<file path="src/rtl/spi_gpi_pkg.sv">
`timescale 1ns/1ps
package spi_gpi_pkg;
  typedef struct packed {
    logic cs_fall;
    logic cs_rise;
    logic sclk_rise;
    logic sclk_fall;
  } spi_evt_t;
endpackage

</file>
<file path="src/rtl/spi_gpi_sync.sv">
`timescale 1ns/1ps
module spi_gpi_sync #(
  parameter int unsigned W = 1,
  parameter int unsigned STAGES = 2,
  parameter logic [W-1:0] RST_VAL = '0
) (
  input  logic         clk_i,
  input  logic         rst_ni,
  input  logic [W-1:0] d_i,
  output logic [W-1:0] q_o
);
  logic [STAGES-1:0][W-1:0] stg_q;

  generate
    if (STAGES == 1) begin : g_one
      always_ff @(posedge clk_i or negedge rst_ni) begin
        if (!rst_ni) stg_q <= RST_VAL;
        else         stg_q <= d_i;
      end
    end else begin : g_chain
      always_ff @(posedge clk_i or negedge rst_ni) begin
        if (!rst_ni) stg_q <= {STAGES{RST_VAL}};
        else         stg_q <= {stg_q[STAGES-2:0], d_i};
      end
    end
  endgenerate

  assign q_o = stg_q[STAGES-1];
endmodule

</file>
<file path="src/rtl/spi_gpi_frontend.sv">
`timescale 1ns/1ps
module spi_gpi_frontend import spi_gpi_pkg::*; #(
  parameter int unsigned STAGES = 2
) (
  input  logic     clk_i,
  input  logic     rst_ni,
  input  logic     sclk_i,
  input  logic     cs_ni,
  input  logic     sdi_i,
  output spi_evt_t evt_o,
  output logic     active_o,
  output logic     sdi_o
);
  logic [2:0] pin_s;
  logic sclk_s, csn_s;
  logic sclk_prev_q, csn_prev_q;

  // order {sdi, cs_n, sclk}; cs_n idles high
  spi_gpi_sync #(.W(3), .STAGES(STAGES), .RST_VAL(3'b010)) u_sync (
    .clk_i (clk_i),
    .rst_ni(rst_ni),
    .d_i   ({sdi_i, cs_ni, sclk_i}),
    .q_o   (pin_s)
  );

  assign sclk_s = pin_s[0];
  assign csn_s  = pin_s[1];
  assign sdi_o  = pin_s[2];

  always_ff @(posedge clk_i or negedge rst_ni) begin
    if (!rst_ni) begin
      sclk_prev_q <= 1'b0;
      csn_prev_q  <= 1'b1;
    end else begin
      sclk_prev_q <= sclk_s;
      csn_prev_q  <= csn_s;
    end
  end

  assign active_o        = ~csn_s;
  assign evt_o.cs_fall   = csn_prev_q & ~csn_s;
  assign evt_o.cs_rise   = ~csn_prev_q & csn_s;
  assign evt_o.sclk_rise = active_o & sclk_s & ~sclk_prev_q;
  assign evt_o.sclk_fall = active_o & ~sclk_s & sclk_prev_q;
endmodule

</file>
<file path="src/rtl/spi_gpi_shreg.sv">
`timescale 1ns/1ps
module spi_gpi_shreg import spi_gpi_pkg::*; #(
  parameter int unsigned N = 16
) (
  input  logic         clk_i,
  input  logic         rst_ni,
  input  spi_evt_t     evt_i,
  input  logic         sdi_i,
  input  logic [N-1:0] load_i,
  output logic [N-1:0] data_o,
  output logic         sdo_o
);
  logic [N-1:0] sreg_q;
  logic         sdi_q;

  // mode 0: sample on rise, advance on fall
  always_ff @(posedge clk_i or negedge rst_ni) begin
    if (!rst_ni) begin
      sreg_q <= '0;
      sdi_q  <= 1'b0;
    end else if (evt_i.cs_fall) begin
      sreg_q <= load_i;
    end else if (evt_i.sclk_rise) begin
      sdi_q <= sdi_i;
    end else if (evt_i.sclk_fall) begin
      sreg_q <= {sreg_q[N-2:0], sdi_q};
    end
  end

  assign data_o = sreg_q;
  assign sdo_o  = sreg_q[N-1];

  a_r3_load: assert property (@(posedge clk_i) disable iff (!rst_ni)
    evt_i.cs_fall |=> sdo_o == $past(load_i[N-1]));
  a_r4_shift: assert property (@(posedge clk_i) disable iff (!rst_ni)
    (evt_i.sclk_fall && !evt_i.cs_fall) |=> data_o[N-1:1] == $past(data_o[N-2:0]));
endmodule

</file>
<file path="src/rtl/spi_gpi_irq.sv">
`timescale 1ns/1ps
module spi_gpi_irq import spi_gpi_pkg::*; #(
  parameter int unsigned N = 16
) (
  input  logic         clk_i,
  input  logic         rst_ni,
  input  spi_evt_t     evt_i,
  input  logic [N-1:0] gpi_i,
  input  logic [N-1:0] shift_i,
  output logic         irq_n_o
);
  logic [N-1:0] mask_q, status_q;
  logic         irq_q;
  logic         soft_rst, hit, match;

  assign soft_rst = evt_i.cs_rise && (shift_i == '0);
  assign hit      = |((gpi_i ^ status_q) & mask_q);
  assign match    = (gpi_i == status_q);

  always_ff @(posedge clk_i or negedge rst_ni) begin
    if (!rst_ni) begin
      mask_q   <= '0;
      status_q <= '0;
      irq_q    <= 1'b0;
    end else if (evt_i.cs_fall) begin
      status_q <= gpi_i;
      irq_q    <= 1'b0;
    end else begin
      if (evt_i.cs_rise) mask_q <= shift_i;
      if (soft_rst) begin
        status_q <= '0;
        irq_q    <= 1'b0;
      end else if (match) begin
        irq_q <= 1'b0;
      end else if (hit) begin
        irq_q <= 1'b1;
      end
    end
  end

  assign irq_n_o = ~irq_q;

  a_r5_set: assert property (@(posedge clk_i) disable iff (!rst_ni)
    (!evt_i.cs_fall && !soft_rst && hit) |=> !irq_n_o);
  a_r7_cs_clear: assert property (@(posedge clk_i) disable iff (!rst_ni)
    evt_i.cs_fall |=> irq_n_o);
  a_r8_match: assert property (@(posedge clk_i) disable iff (!rst_ni)
    match |=> irq_n_o);
  a_r9_hold: assert property (@(posedge clk_i) disable iff (!rst_ni)
    (!irq_n_o && !evt_i.cs_fall && !soft_rst && !match) |=> !irq_n_o);
  a_r11_soft: assert property (@(posedge clk_i) disable iff (!rst_ni)
    soft_rst |=> (irq_n_o && mask_q == '0 && status_q == '0));
endmodule

</file>
<file path="src/rtl/spi_gpi_int.sv">
`timescale 1ns/1ps
module spi_gpi_int import spi_gpi_pkg::*; #(
  parameter int unsigned N_IN = 16,
  parameter int unsigned SYNC_STAGES = 2
) (
  input  logic            clk_i,
  input  logic            rst_ni,
  input  logic            sclk_i,
  input  logic            cs_ni,
  input  logic            sdi_i,
  output logic            sdo_o,
  output logic            sdo_oe_o,
  input  logic [N_IN-1:0] gpi_i,
  output logic            irq_no
);
  spi_evt_t        evt;
  logic            active, sdi_s;
  logic [N_IN-1:0] gpi_s, shift_data;

  spi_gpi_frontend #(.STAGES(SYNC_STAGES)) u_fe (
    .clk_i   (clk_i),
    .rst_ni  (rst_ni),
    .sclk_i  (sclk_i),
    .cs_ni   (cs_ni),
    .sdi_i   (sdi_i),
    .evt_o   (evt),
    .active_o(active),
    .sdi_o   (sdi_s)
  );

  spi_gpi_sync #(.W(N_IN), .STAGES(SYNC_STAGES), .RST_VAL('0)) u_gpi_sync (
    .clk_i (clk_i),
    .rst_ni(rst_ni),
    .d_i   (gpi_i),
    .q_o   (gpi_s)
  );

  spi_gpi_shreg #(.N(N_IN)) u_shreg (
    .clk_i (clk_i),
    .rst_ni(rst_ni),
    .evt_i (evt),
    .sdi_i (sdi_s),
    .load_i(gpi_s),
    .data_o(shift_data),
    .sdo_o (sdo_o)
  );

  spi_gpi_irq #(.N(N_IN)) u_irq (
    .clk_i  (clk_i),
    .rst_ni (rst_ni),
    .evt_i  (evt),
    .gpi_i  (gpi_s),
    .shift_i(shift_data),
    .irq_n_o(irq_no)
  );

  assign sdo_oe_o = active;
endmodule

</file>
<file path="config.mk">
export PLATFORM = sky130hd
export DESIGN_NAME = spi_gpi_int
export DESIGN_NICKNAME = d
export VERILOG_FILES = /design/src/rtl/spi_gpi_pkg.sv /design/src/rtl/spi_gpi_sync.sv /design/src/rtl/spi_gpi_frontend.sv /design/src/rtl/spi_gpi_shreg.sv /design/src/rtl/spi_gpi_irq.sv /design/src/rtl/spi_gpi_int.sv
export SDC_FILE = /design/constraint.sdc
export NUM_CORES = 1
export LEC_CHECK = 0
export BUFFER_PORTS_ARGS = -buffer_cell sky130_fd_sc_hd__buf_2
export CAP_MARGIN = 20
export CORE_MARGIN = 5
export CORE_UTILIZATION = 35
export CTS_CLUSTER_SIZE = 14
export DETAILED_ROUTE_END_ITERATION = 6
export PLACE_DENSITY = 0.58
export SETUP_SLACK_MARGIN = 0.1
export SLEW_MARGIN = 25
export SYNTH_ARGS = -nofsm -noshare
export SYNTH_HDL_FRONTEND = slang
export SYNTH_SLANG_ARGS = --single-unit
</file>
<file path="constraint.sdc">
create_clock -name clk_i -period 2 [get_ports clk_i]
set_input_delay 0.3 -clock clk_i [delete_from_list [all_inputs] [get_ports clk_i]]
set_output_delay 0.3 -clock clk_i [all_outputs]
set_load 0.005 [all_outputs]
</file>
==> results.yml <==
cts:
  cts_tree: "built"
  cts_made_buffers: 9
  clk-insertion-delay-late_ps: 350
  cts-root-buf: "clkbuf_8"
  clock_tree.buffer_depth: 2
  post_cts_buffers: 0
  clk_pin_slew_ps: 80
  cts.sink_count: 90
  htreeDepth: 3
global_routing:
  grt_pass1_wl_um: 10630
  grt_antenna_before_repair: 0
  grt_use_total: 0.1224
  grt_pass1_vias: 1981
  grt_overflow: 0
  grt_max_degree: 42
cells_and_area:
  nFillCells: 869
  regArea_sq_um: 2256
  fin_nets: 286
  multi_input_area_sq_um: 973.4
  final_area_sq_um: 3795
  area_delta_synth_final_pct: 15.32
  n_antenna_cell: 0
  drive_above_1_share: 0.2889
routing:
  vias: 1948
  routedWlPerCell_um: 16.94
  drt-total-wl_um: 6453
  wl_met3_um: 285
  wl_met2_um: 3010
  drtIter0Drc: 130
  ant_nets: 0
  routed.top_layer: "met4"
  avgViaCountPerCell: 5.113
  drcViolationCount: 0
  dr.pass1.iters: 4
  drt-met1-wl_um: 3036
floorplanning:
  fp.dieH_um: 107.0
  fp.dieW_um: 107.0
  num_io_pins: 24
  row_count: 35
  dieArea_sq_um: 11440
  start_util: 0.3578
  core_area_sq_um: 9196
power_and_ir_drop:
  pwr-share-clk: 0.344
  power_switching_mw: 0.9964
  p_int_mw: 2.979
  p_leak_nw: 1.709
  power_density_nw_per_um2: 1047
  comb_power_share: 0.104
  ir_drop_uv: 444.0
  power_frac_seq: 0.552
  p_sw_frac: 0.2507
synthesis:
  synth_seq_cells: 90
  synthCells: 234
  ys_types: 27
  mappedNetlistArea_sq_um: 3291
  ys_warn_count: 0
  ys_seq_area_frac: 0.6856
  syn_avg_cell_area_sq_um: 14.06
  synth_fp_nets: 255
worst_hold_path:
  min_path_cells: 1
  worst_hold_startpoint: "cs_ni"
  hold_class: "in2reg"
  hold_end: "u_fe.u_sync.stg_q[1]$_DFF_PN1_"
sta:
  finalSetupTns_ps: 0
  slew_headroom: 0.5869
  final_hold_viol_count: 0
  setup_viol: 0
  rsz0062_at_grt: "false"
  drv_slew: 0
  clock_skew_ps: 9.385
  worstMarginPinSlew_ps: 616.9
  fin_ws_ps: 228.9
  max_freq_mhz: 564.6
  fin_crit_ps: 1771
  timing.final.crit_share: 0.8855
placement:
  placed_area_sq_um: 3556
  numPortBuffers: 23
  pre_cts_ws_ps: 107.7
  gp_congestion: 0.7536
  hpwlAfterDp_um: 4460
worst_setup_path:
  rrSetupSlack_ps: 230
  criticalPathCategory: "reg2reg"
  crit_fanout: 17
  timing.rr.start: "u_fe.csn_prev_q$_DFF_PN1_"
  crit_arrival_ps: 2040
  endpoint_kind: "register"
  r2r_end: "u_irq.irq_q$_DFFE_PN0P_"
  startpoint: "u_fe.csn_prev_q$_DFF_PN1_"
  startpoint_type: "register"
  reg2reg_depth: 5
  cp.required_ps: 2270
flow_run:
  maxCapViolCount: 0
outcome:
  status: "complete, no violations"
synthesized netlist by cell type (all sizes together):
| library cell | n | area share |
|---|---|---|
| a21oi | 3 | 0.0080 |
| a222oi | 1 | 0.0030 |
| a22o | 16 | 0.045 |
| a22oi | 22 | 0.050 |
| and3 | 1 | 0.0023 |
| buf | 8 | 0.014 |
| clkbuf | 3 | 0.0034 |
| dfrtp | 87 | 0.66 |
| dfstp | 3 | 0.024 |
| inv | 2 | 0.0023 |
| mux2 | 17 | 0.058 |
| nand2 | 20 | 0.023 |
| nand2b | 1 | 0.0019 |
| nand3 | 1 | 0.0015 |
| nor2 | 1 | 0.0034 |
| nor2b | 4 | 0.0076 |
| nor3 | 1 | 0.0015 |
| nor4 | 7 | 0.013 |
| nor4b | 1 | 0.0027 |
| o21ai | 18 | 0.027 |
| or4 | 1 | 0.0034 |
| xor2 | 16 | 0.043 |
critical path: stages, from the launching register on:
cell      delay (ps)
dfstp_2          680
nand2b_1         210
nor2_4            60
a21oi_4          420
o21ai_0          170
a21oi_1          150
metrics by stage:
stage          hold slack (ps)  power (mW)  utilization  cells
6_report                 44.02       3.975       0.4127    381
3_3_place_gp             317.7       2.632       0.3867    364
5_1_grt                  16.77       4.175       0.4127    381
4_1_cts                  20.85       4.034       0.4127    381
3_5_place_dp             323.5       2.646       0.3867    364
2_1_floorplan            4.409       2.455            -    234
kinds of logic (layout without fill, tap and decap cells):
kind of cell,count (synthesis),in the layout,synth area share
xor+xnor,16,16,0.04258
compound gates,60,60,0.1338
mux,17,17,0.05817
flops,90,90,0.6856
buf+inv,13,49,0.01939
simple gates,38,38,0.06045
placed cells by master (no fill, tap or decap), types with 2 or more instances in the layout:
| cell type | n |
|---|---|
| dfrtp_1 | 87 |
| a22oi_1 | 22 |
| buf_2 | 22 |
| nand2_1 | 20 |
| o21ai_0 | 17 |
| mux2_2 | 17 |
| xor2_1 | 16 |
| clkbuf_8 | 10 |
| a22o_1 | 9 |
| nor4_1 | 7 |
| a22o_2 | 7 |
| buf_4 | 7 |
| nor2b_1 | 3 |
| dfstp_2 | 3 |
| inv_1 | 2 |
| a21oi_1 | 2 |
| bufinv_16 | 2 |
| clkinvlp_4 | 2 |
routing by layer:
| metal | global-route usage | up-vias |
|---|---|---|
| li1 | - | 896 |
| met1 | 0.1710 | 1001 |
| met2 | 0.1817 | 41 |
| met3 | 0.03191 | 10 |
| met4 | 0.04932 | 0 |
| met5 | 0 | - |
what timing repair did:
item	CTS	global route
gates resized for setup	1	0
hold endpoints to repair	38	0
hold buffers	1	0
setup endpoints to repair	3	0
state kept, by name (all words and copies together), names as in the netlist:
name               cells
u_irq.irq_q            1
u_fe.u_sync.q_o        3
u_irq.mask_q          16
u_irq.status_q        16
u_gpi_sync.stg_q      16
u_shreg.data_o        16
u_shreg.sdi_q          1
u_gpi_sync.q_o        16
u_fe.csn_prev_q        1
u_fe.u_sync.stg_q      3
u_fe.sclk_prev_q       1
worst max-delay path by stage:
stage                                           to  slack [ps]  cells after the start
floorplan           u_irq.status_q[10]$_DFFE_PN0P_         470                      5
global placement    u_shreg.data_o[14]$_DFFE_PN0P_         230                      4
detailed placement  u_shreg.data_o[11]$_DFFE_PN0P_         110                      4
CTS                        u_irq.irq_q$_DFFE_PN0P_         220                      5
global route               u_irq.irq_q$_DFFE_PN0P_         110                      5
finish                     u_irq.irq_q$_DFFE_PN0P_         230                      5
area by class of cell:
cell class                 instances  area share
tap                              111     0.03660
multi-input combinational        131      0.2565
clock inverter                     6     0.02341
timing repair buffer              31     0.05077
sequential                        90      0.5945
inverter                           2    0.001978
clock buffer                      10     0.03627
power by group through the flow:
stage / Combinational, mW / Sequential [mW] / Clock (mW)
global route: 0.466 / 2.22 / 1.49
CTS: 0.426 / 2.19 / 1.42
detailed placement: 0.424 / 2.22 / 0
floorplan: 0.297 / 2.16 / 0
finish: 0.415 / 2.19 / 1.37
global placement: 0.412 / 2.22 / 0
(Power assumes the default switching activity.)
